`config.mk`:
```
export PLATFORM = sky130hd
export DESIGN_NAME = gain_serial_port
export DESIGN_NICKNAME = d
export VERILOG_FILES = /design/src/rtl/gsp_pkg.sv /design/src/rtl/gsp_sync.sv /design/src/rtl/gsp_front.sv /design/src/rtl/gsp_shifter.sv /design/src/rtl/gsp_commit.sv /design/src/rtl/gain_serial_port.sv
export SDC_FILE = /design/constraint.sdc
export NUM_CORES = 1
export LEC_CHECK = 0
export BUFFER_PORTS_ARGS = -buffer_cell sky130_fd_sc_hd__buf_2
export CAP_MARGIN = 30
export CORE_MARGIN = 1
export CORE_UTILIZATION = 40
export CTS_BUF_LIST = sky130_fd_sc_hd__clkbuf_8
export DETAILED_ROUTE_END_ITERATION = 8
export HOLD_SLACK_MARGIN = 0.12
export MAX_ROUTING_LAYER = met4
export PLACE_DENSITY = 0.57
export SLEW_MARGIN = 10
export SYNTH_ARGS = -nofsm -noshare
export SYNTH_HDL_FRONTEND = slang
export SYNTH_SLANG_ARGS = --single-unit
export TNS_END_PERCENT = 30
```
`constraint.sdc`:
```
create_clock -name clk_i -period 1.6 [get_ports clk_i]
set_input_delay 0.08 -clock clk_i [delete_from_list [all_inputs] [get_ports clk_i]]
set_output_delay 0.08 -clock clk_i [all_outputs]
set_load 0.1 [all_outputs]
```
`src/rtl/gsp_pkg.sv`:
```
package gsp_pkg;
  localparam int unsigned GAIN_W = 8;
  localparam int unsigned WORD_W = 2 * GAIN_W;

  typedef struct packed {
    logic [GAIN_W-1:0] right;
    logic [GAIN_W-1:0] left;
  } gain_pair_t;
endpackage

```
`src/rtl/gsp_sync.sv`:
```
module gsp_sync #(
  parameter int unsigned W      = 1,
  parameter int unsigned STAGES = 2,
  parameter logic [W-1:0] RST_VAL = '0
) (
  input  logic         clk_i,
  input  logic         rst_ni,
  input  logic [W-1:0] d_i,
  output logic [W-1:0] q_o
);
  logic [W-1:0] stage_q [STAGES];

  for (genvar s = 0; s < STAGES; s++) begin : g_stage
    logic [W-1:0] src;
    if (s == 0) begin : g_first
      assign src = d_i;
    end else begin : g_next
      assign src = stage_q[s-1];
    end
    always_ff @(posedge clk_i or negedge rst_ni) begin
      if (!rst_ni) stage_q[s] <= RST_VAL;
      else         stage_q[s] <= src;
    end
  end

  assign q_o = stage_q[STAGES-1];
endmodule

```
`src/rtl/gsp_front.sv`:
```
module gsp_front #(
  parameter int unsigned SYNC_STAGES = 2
) (
  input  logic clk_i,
  input  logic rst_ni,
  input  logic cs_ni,
  input  logic sclk_i,
  input  logic sdi_i,
  output logic sclk_rise_o,
  output logic sclk_fall_o,
  output logic cs_active_o,
  output logic cs_rise_o,
  output logic sdi_o
);
  // bit order: {cs, sclk, sdi}; cs resets high (idle)
  localparam logic [2:0] RST_VAL = 3'b100;

  logic [2:0] raw, synced;
  logic       cs_prev_q, sclk_prev_q;

  assign raw = {cs_ni, sclk_i, sdi_i};

  gsp_sync #(.W(3), .STAGES(SYNC_STAGES), .RST_VAL(RST_VAL)) i_sync (
    .clk_i (clk_i),
    .rst_ni(rst_ni),
    .d_i   (raw),
    .q_o   (synced)
  );

  always_ff @(posedge clk_i or negedge rst_ni) begin
    if (!rst_ni) begin
      cs_prev_q   <= 1'b1;
      sclk_prev_q <= 1'b0;
    end else begin
      cs_prev_q   <= synced[2];
      sclk_prev_q <= synced[1];
    end
  end

  assign cs_active_o = ~synced[2];
  assign cs_rise_o   = synced[2] & ~cs_prev_q;
  assign sclk_rise_o = synced[1] & ~sclk_prev_q;
  assign sclk_fall_o = ~synced[1] & sclk_prev_q;
  assign sdi_o       = synced[0];
endmodule

```
`src/rtl/gsp_shifter.sv`:
```
module gsp_shifter
  import gsp_pkg::*;
(
  input  logic              clk_i,
  input  logic              rst_ni,
  input  logic              shift_i,
  input  logic              emit_i,
  input  logic              bit_i,
  output logic [WORD_W-1:0] word_o,
  output logic              sdo_o
);
  logic [WORD_W-1:0] sh_q;
  logic              sdo_q;

  always_ff @(posedge clk_i or negedge rst_ni) begin
    if (!rst_ni) begin
      sh_q  <= '0;
      sdo_q <= 1'b0;
    end else begin
      if (shift_i) sh_q  <= {sh_q[WORD_W-2:0], bit_i};
      // retimed to the falling edge so the next unit samples a stable bit
      if (emit_i)  sdo_q <= sh_q[WORD_W-1];
    end
  end

  assign word_o = sh_q;
  assign sdo_o  = sdo_q;
endmodule

```
`src/rtl/gsp_commit.sv`:
```
module gsp_commit
  import gsp_pkg::*;
(
  input  logic              clk_i,
  input  logic              rst_ni,
  input  logic              load_i,
  input  logic [WORD_W-1:0] word_i,
  output gain_pair_t        gains_o,
  output logic              update_o
);
  gain_pair_t gains_q;
  logic       upd_q;

  always_ff @(posedge clk_i or negedge rst_ni) begin
    if (!rst_ni) begin
      gains_q <= '0;
      upd_q   <= 1'b0;
    end else begin
      upd_q <= load_i;
      if (load_i) gains_q <= gain_pair_t'(word_i);
    end
  end

  assign gains_o  = gains_q;
  assign update_o = upd_q;
endmodule

```
`src/rtl/gain_serial_port.sv`:
```
module gain_serial_port
  import gsp_pkg::*;
#(
  parameter int unsigned SYNC_STAGES = 2
) (
  input  logic              clk_i,
  input  logic              rst_ni,
  input  logic              cs_ni,
  input  logic              sclk_i,
  input  logic              sdi_i,
  output logic              sdo_o,
  output logic              sdo_oe_o,
  output logic [GAIN_W-1:0] right_gain_o,
  output logic [GAIN_W-1:0] left_gain_o,
  output logic              update_o
);
  logic              sclk_rise, sclk_fall, cs_active, cs_rise, sdi_s;
  logic [WORD_W-1:0] word;
  gain_pair_t        gains;

  gsp_front #(.SYNC_STAGES(SYNC_STAGES)) i_front (
    .clk_i      (clk_i),
    .rst_ni     (rst_ni),
    .cs_ni      (cs_ni),
    .sclk_i     (sclk_i),
    .sdi_i      (sdi_i),
    .sclk_rise_o(sclk_rise),
    .sclk_fall_o(sclk_fall),
    .cs_active_o(cs_active),
    .cs_rise_o  (cs_rise),
    .sdi_o      (sdi_s)
  );

  gsp_shifter i_shifter (
    .clk_i (clk_i),
    .rst_ni(rst_ni),
    .shift_i(sclk_rise & cs_active),
    .emit_i (sclk_fall & cs_active),
    .bit_i  (sdi_s),
    .word_o (word),
    .sdo_o  (sdo_o)
  );

  gsp_commit i_commit (
    .clk_i   (clk_i),
    .rst_ni  (rst_ni),
    .load_i  (cs_rise),
    .word_i  (word),
    .gains_o (gains),
    .update_o(update_o)
  );

  assign sdo_oe_o     = cs_active;
  assign right_gain_o = gains.right;
  assign left_gain_o  = gains.left;
endmodule

```
Yosys cells after proc, flatten, opt, wreduce, memory -nomap -nowiden
Index checks and enable logic that the tools add are counted.
Word-level totals
  flip-flop bits (word level): 42
  bits in latches: 0
  RAM bits: 0
  ROM bits: 0
  bits of input ports: 5
  output and inout bits: 19
  logic and storage cells: 18
  memories: 0
Cells by class
  $add $sub $neg: 0
  multipliers: 0
  divide/modulo/power cells: 0
  order comparisons: 0
  equal/unequal tests: 0
  shifts and indexed selects: 0
  muxes and demuxes: 0
  bitwise operators: 9
  reductions and logical operators: 0
Operators by type and width (number)
  1-bit AND: 5
  1-bit inverter: 4

Longest topological paths before layout
Gate-level depths: netlist (run 1).
  word-level depth: 3
  depth in mapped cells: 4

Hierarchy
From an unflattened synthesis (run 1), not the netlist that was laid out.
Unflattened totals
  cells, all modules: 85
  area total of the unflattened synthesis: 1601.5 um^2
Modules (own cells, without submodules)
  gsp_shifter: instances 1, cells an instance 36, area each 685.7 um^2, sequential area each 425.4 um^2
  gsp_commit: instances 1, cells an instance 35, area each 674.4 um^2, sequential area each 425.4 um^2
  gsp_sync: instances 1, cells an instance 6, area each 152.6 um^2, sequential area each 152.6 um^2
  gsp_front: instances 1, cells an instance 6, area each 76.3 um^2, sequential area each 51.3 um^2
  gain_serial_port: instances 1, cells an instance 2, area each 12.5 um^2, sequential area each 0.0 um^2

Worst setup path before layout (run 1)
No wires, ideal clock.
  path type: reg2reg
  start point: register i_front.i_sync.stage_q, in the netlist i_front.i_sync.q_o[2]
  end point: register i_shifter.sh_q[0] (netlist: i_shifter.word_o[0])
  library setup time: 125 ps
  data arrival time: 1214 ps
  data required time: 1475 ps
  setup slack: 262 ps
  stages on the path, launching flop included: 4
  clock period less this slack: 1338 ps
  path through: dfstp_2 -> nor3b_4 -> buf_6 -> mux2_2
Between the ends
  cells in the longest elaborated chain, start to end: 2
Ends and longest elaborated chain
  from (decl): line gsp_sync.sv:11  | logic [W-1:0] stage_q [STAGES];
  from (signal, indexed assignment): line gsp_sync.sv:22  | else stage_q[s] <= src;
  1-bit inverter: line gsp_front.sv:40  | assign cs_active_o = ~synced[2];
  1-bit AND: line gain_serial_port.sv:37  | .shift_i(sclk_rise & cs_active),
  to (signal assigned): line gsp_shifter.sv:20  | if (shift_i) sh_q <= {sh_q[WORD_W-2:0], bit_i};
  to (decl): line gsp_shifter.sv:12  | logic [WORD_W-1:0] sh_q;
No other way between the ends.
A chain may end at the register's enable or synchronous reset.

Worst setup path after layout (run 1)
  start point: register i_front.i_sync.stage_q, in the netlist i_front.i_sync.q_o[2]
  end point: output port sdo_oe_o
Between the ends
  cells in the longest elaborated chain, start to end: 1
Ends and longest elaborated chain
  1-bit inverter: line gsp_front.sv:40
  to (decl): line gain_serial_port.sv:12  | output logic sdo_oe_o,
No other way between the ends.

==> flow_summary.json, run 1 <==
{
  "ys_types": 9,
  "syn_area_um2": 1500,
  "worstMarginPinSlew_ps": 485,
  "critPathSlowestCell": "dfstp_2",
  "crit_type": "reg -> out",
  "via_per_inst": 4.60,
  "ant_nets": 0,
  "drc": 0,
  "layout_commonest_cell": "dfrtp_1",
  "cts_tree": "done",
  "hold_path.class": "in -> async",
  "synth_warnings": 0,
  "place_area_um2": 1690,
  "ys_seq_area_frac": 0.705,
  "firstDrtPassIters": 3,
  "clkLatencyLatePin_ps": 280,
  "avgSynthCellArea_um2": 18.0,
  "cts_buffer_depth": 2,
  "start_kind": "flip-flop",
  "area_delta_synth_final_pct": 21.0,
  "grt_max_degree": 23,
  "critical-path-max-stage-delay_ps": 580,
  "layout.nets": 123,
  "rsz0062_at_grt": "false",
  "irDropWorstVdd_mv": 0.989,
  "reg2regPathDepth": 3,
  "antenna_found_initial": 0,
  "setup_viol": 0,
  "vias": 755,
  "skew_ps": 8.18,
  "crit_required_ps": 1520,
  "die-area_um2": 3990,
  "drt-total-wl_mm": 2.01,
  "finalPower_mw": 3.08,
  "fin_area_um2": 1810,
  "maxCapViolCount": 0,
  "critPathBufInv": 2,
  "clockRootBuffer": "clkbuf_8",
  "wire_per_inst_um": 12.3,
  "drtIter0Drc": 23,
  "coreArea_um2": 3470,
  "drive_gt1_frac": 0.585,
  "grt_pass1_wl_mm": 3.46,
  "cts.clk_slew.worst_paths_ps": 70,
  "cellPowerDensity_nw_per_um2": 1700,
  "leakagePower_nw": 0.928,
  "yosysTopAreaCell": "dfrtp_1",
  "reg2reg_slack_ps": 340,
  "status": "completed",
  "io_buffers": 23,
  "r2r-end": "i_commit.gains_o[5]",
  "maxSlewViolCount": 0,
  "fin_util": 0.522,
  "period_share": 0.794,
  "cts_setup_buffers": 0,
  "synthTopCellsByArea": "dfrtp_1, mux2_2, dfstp_2",
  "numCtsBuffers": 5,
  "slew_headroom": 0.677,
  "htreeDepth": 2,
  "grt_pass1_vias": 792,
  "cp.arrival_ps": 1190,
  "rows": 21,
  "fin_crit_ps": 1270,
  "synth_top_area_share": 0.652,
  "place_congestion": 0.658,
  "dp_hpwl_mm": 1.38,
  "clock-sinks": 42,
  "ys_seq_elements": 42,
  "antenna_cells": 0,
  "final_cell_mix": "dfrtp_1, mux2_2, buf_2, clkbuf_8",
  "reg2reg_from": "i_front.cs_prev_q",
  "die_h_um": 63.2,
  "fmax_mhz": 787,
  "fillers": 326,
  "synthCells": 83,
  "start_util": 0.431,
  "fp.dieW_um": 63.2,
  "global_route.overflow_total": 0,
  "grtUsageTotal": 0.119,
  "hold_viol_final": 0,
  "finalSetupTns_ps": 0,
  "cp-end-kind": "output port",
  "syn-num-nets": 88,
  "path_cells": "inv_1 > buf_2",
  "timing.critical_path.max_delay_family": "flip-flops",
  "worstPathMaxFanout": 5,
  "ioPinCount": 24
}
==> cell families (layout without fill, tap and decap cells) <==
kind of cell,after synthesis,in the layout,synth area share
flops,42,42,0.705
mux,33,33,0.248
buf+inv,5,40,0.0251
simple gates,3,3,0.0217
==> cells in the mapped netlist <==
master / instances
dfstp_2: 3
buf_6: 2
nand2b_1: 1
nor3b_1: 1
dfrtp_1: 39
inv_1: 2
buf_4: 1
nor3b_4: 1
mux2_2: 33
==> stage by stage <==
stage / hold WS (ps) / cells / setup WS (ps)
after floorplan: -216 / 83 / 262
after global placement: 64.9 / 153 / 329
after detailed placement: 71.3 / 153 / 330
after CTS: 300 / 164 / 313
after global routing: 333 / 164 / 268
final: 287 / 164 / 330
==> power breakdown <==
group          internal [mW]  switching [mW]  leakage (nW)
clock                  0.287           0.310        0.0466
combinational          0.242           0.861         0.342
sequential              1.27           0.111         0.540
total                   1.80            1.28         0.928
==> routing by layer <==
layer / GRT usage / wire length, um
met4: 0.0610 / 29
met3: 0.0380 / 100
met5: - / 0
met2: 0.177 / 952
met1: 0.145 / 932
==> worst max-delay path by stage <==
stage / startpoint / end / slack, ps / cells past startpoint
after floorplan: i_front.i_sync.q_o[2] / i_shifter.word_o[0] / 260 / 3
after global placement: i_front.cs_prev_q / i_commit.gains_o[0] / 330 / 3
after detailed placement: i_front.cs_prev_q / i_commit.gains_o[5] / 330 / 3
after CTS: i_front.i_sync.q_o[2] / sdo_oe_o / 310 / 2
after global routing: i_front.i_sync.q_o[2] / sdo_oe_o / 270 / 2
final: i_front.i_sync.q_o[2] / sdo_oe_o / 330 / 2
==> cell type report <==
class / instances / area, um^2 / share of cell area
clock buffers: 5 / 68.8 / 0.0380
clock inverters: 2 / 7.51 / 0.00415
inverters: 2 / 7.51 / 0.00415
multi-input cells: 36 / 404 / 0.223
flip-flops and latches: 42 / 1050 / 0.583
well taps: 46 / 57.6 / 0.0318
repair buffers: 31 / 210 / 0.116
==> what timing repair did <==
item | 4_1_cts | 5_1_grt
hold endpoints to repair | 23 | 0
gates resized for setup | 0 | 0
hold buffers | 4 | 0
==> registers in the layout, summed over array words and instances, names as in the netlist <==
signal	flops
i_shifter.sdo_o	1
i_commit.update_o	1
i_front.i_sync.q_o	3
i_front.sclk_prev_q	1
i_front.i_sync.g_stage.src	3
i_shifter.word_o	16
i_commit.gains_o	16
i_front.cs_prev_q	1
(Power assumes the default switching activity.)
==> run 2: changes to the inputs <==
==> constraint.sdc (replaced) <==
create_clock -name clk_i -period 1.3 [get_ports clk_i]
set_input_delay 0.065 -clock clk_i [delete_from_list [all_inputs] [get_ports clk_i]]
set_output_delay 0.065 -clock clk_i [all_outputs]
set_load 0.1 [all_outputs]
==> run 2 against run 1 <==
Against the previous run:
- combinational power up 24%
- clock skew hardly changed
- utilization up 0.18 points
- total power rose by 25%
- count of clock-buffer cells in the layout is the same
- critical path type is now reg -> reg
- via count decreased by 0.40%
- worst setup slack lost 290 ps
- design area rose by 0.35%
==> flow_summary.json, run 2 (synthesis gave the netlist of run 1 again) <==
{
  "crit_type": "reg -> reg",
  "path_cells": "nor3b_4 > buf_12 > mux2_2",
  "drive_gt1_frac": 0.593,
  "global_route.overflow_total": 0,
  "start_util": 0.431,
  "slew_headroom": 0.677,
  "finalPower_mw": 3.84,
  "grtUsageTotal": 0.132,
  "hold_viol_final": 0,
  "layout_commonest_cell": "dfrtp_1",
  "period_share": 0.973,
  "cts_buffer_depth": 2,
  "fin_crit_ps": 1260,
  "hold-worst-slack_ps": 221,
  "maxCapViolCount": 0,
  "hold_path.class": "in -> async",
  "final_cell_mix": "dfrtp_1, mux2_2, buf_2, clkbuf_8, dlygate4sd3_1",
  "dp_hpwl_mm": 1.33,
  "firstDrtPassIters": 3,
  "antenna_found_initial": 0,
  "irDropWorstVdd_mv": 1.25,
  "drtIter0Drc": 18,
  "cp-end-kind": "flip-flop",
  "status": "completed",
  "finalNonFillerCells": 164,
  "finalSetupTns_ps": 0,
  "setup_viol": 0,
  "maxSlewViolCount": 0,
  "clock-sinks": 42,
  "leakagePower_nw": 0.924,
  "dp_cells": 153,
  "layout.nets": 123,
  "p_switching_mw": 1.62,
  "start_kind": "flip-flop",
  "place_area_um2": 1690,
  "p_seq_frac": 0.444,
  "rows": 21,
  "drt-total-wl_mm": 2.05,
  "die_h_um": 63.2,
  "coreArea_um2": 3470,
  "drc": 0,
  "antenna_cells": 0,
  "crit_required_ps": 1470,
  "io_buffers": 23,
  "p_clk_frac": 0.201,
  "grt_pass1_wl_mm": 3.67,
  "cp.arrival_ps": 1440,
  "wire_per_inst_um": 12.5,
  "cts_setup_buffers": 0,
  "cts.clk_slew.worst_paths_ps": 80,
  "cellPowerDensity_nw_per_um2": 2110,
  "fin_area_um2": 1820,
  "via_per_inst": 4.59,
  "clkLatencyLatePin_ps": 290,
  "ioPinCount": 24,
  "worstPathMaxFanout": 16,
  "htreeDepth": 2,
  "skew_ps": 8.58,
  "critical-path-max-stage-delay_ps": 400,
  "critPathSlowestCell": "dfstp_2",
  "intPower_mw": 2.22,
  "ant_nets": 0,
  "fmax_mhz": 791,
  "fp.dieW_um": 63.2,
  "die-area_um2": 3990,
  "clockRootBuffer": "clkbuf_8",
  "rsz0062_at_grt": "true",
  "place_congestion": 0.668,
  "pwr-share-comb": 0.354,
  "grt_max_degree": 28,
  "worstMarginPinSlew_ps": 488,
  "area_delta_synth_final_pct": 21.4,
  "vias": 752,
  "numCtsBuffers": 5,
  "grt_pass1_vias": 801,
  "swShare": 0.421,
  "cts_tree": "done"
}
run 2: changes by cell type in the layout (fill, tap and decap cells not counted):
cell / previous run / this run
buf_4: 2 / 3
inv_1: 4 / 3
clkinvlp_4: 0 / 1
buf_2: 23 / 22
run 2: what timing repair did:
action,CTS,global route
hold buffers,4,0
resized for setup,0,2
hold endpoints to repair,45,0
endpoints found under the setup margin,0,11
run 2: worst max-delay path, delay by kind of cell (launching register included):
| kind | cells | cell delay, ps |
|---|---|---|
| mux | 1 | 340 |
| buf+inv | 1 | 180 |
| simple gates | 1 | 240 |
| flops | 1 | 400 |
run 2: layout make-up:
cell class	instances	area [um^2]
clock buffer	5	68.8
tap	46	57.6
timing repair buffer	31	213
inverter	2	7.51
fill	306	1650
clock inverter	2	11.3
multi-input combinational	36	404
sequential	42	1050
run 2: through the flow:
step                worst slack [ps]   util
global placement                52.4  0.488
finish                          35.6  0.524
global route                   -21.8  0.524
detailed placement              29.3  0.488
CTS                             5.39  0.523
floorplan                      -38.3      -
run 2: layer usage:
layer	up-vias	share of wire	GRT usage
li1	356	-	-
met1	368	0.47	0.153
met2	22	0.45	0.185
met3	6	0.054	0.0598
met4	0	0.021	0.0785
met5	-	0	-
run 2: power by group through the flow:
| stage | logic [mW] | clock network (mW) | registers [mW] |
|---|---|---|---|
| finish | 1.36 | 0.772 | 1.71 |
| global route | 1.41 | 0.883 | 1.75 |
| CTS | 1.37 | 0.809 | 1.71 |
| detailed placement | 1.36 | 0 | 1.73 |
| global placement | 1.35 | 0 | 1.72 |
| floorplan | 0.264 | 0 | 2.59 |
run 2: final timing paths:
| kind | cells past startpoint | start | slack, ps | end |
|---|---|---|---|---|
| setup / recovery | 3 | i_front.i_sync.q_o[2] | 40 | i_shifter.word_o[8] |
| hold / removal | 2 | rst_ni | 220 | i_commit.gains_o[10] |
| setup reg to reg | 3 | i_front.i_sync.q_o[2] | 40 | i_shifter.word_o[8] |
| hold reg to reg | 0 | i_front.i_sync.g_stage[1].src[1] | 350 | i_front.i_sync.q_o[1] |
| max in group asynchronous | 3 | rst_ni | 610 | i_shifter.word_o[9] |
| min in group clk_i | 0 | i_front.i_sync.g_stage[1].src[1] | 350 | i_front.i_sync.q_o[1] |
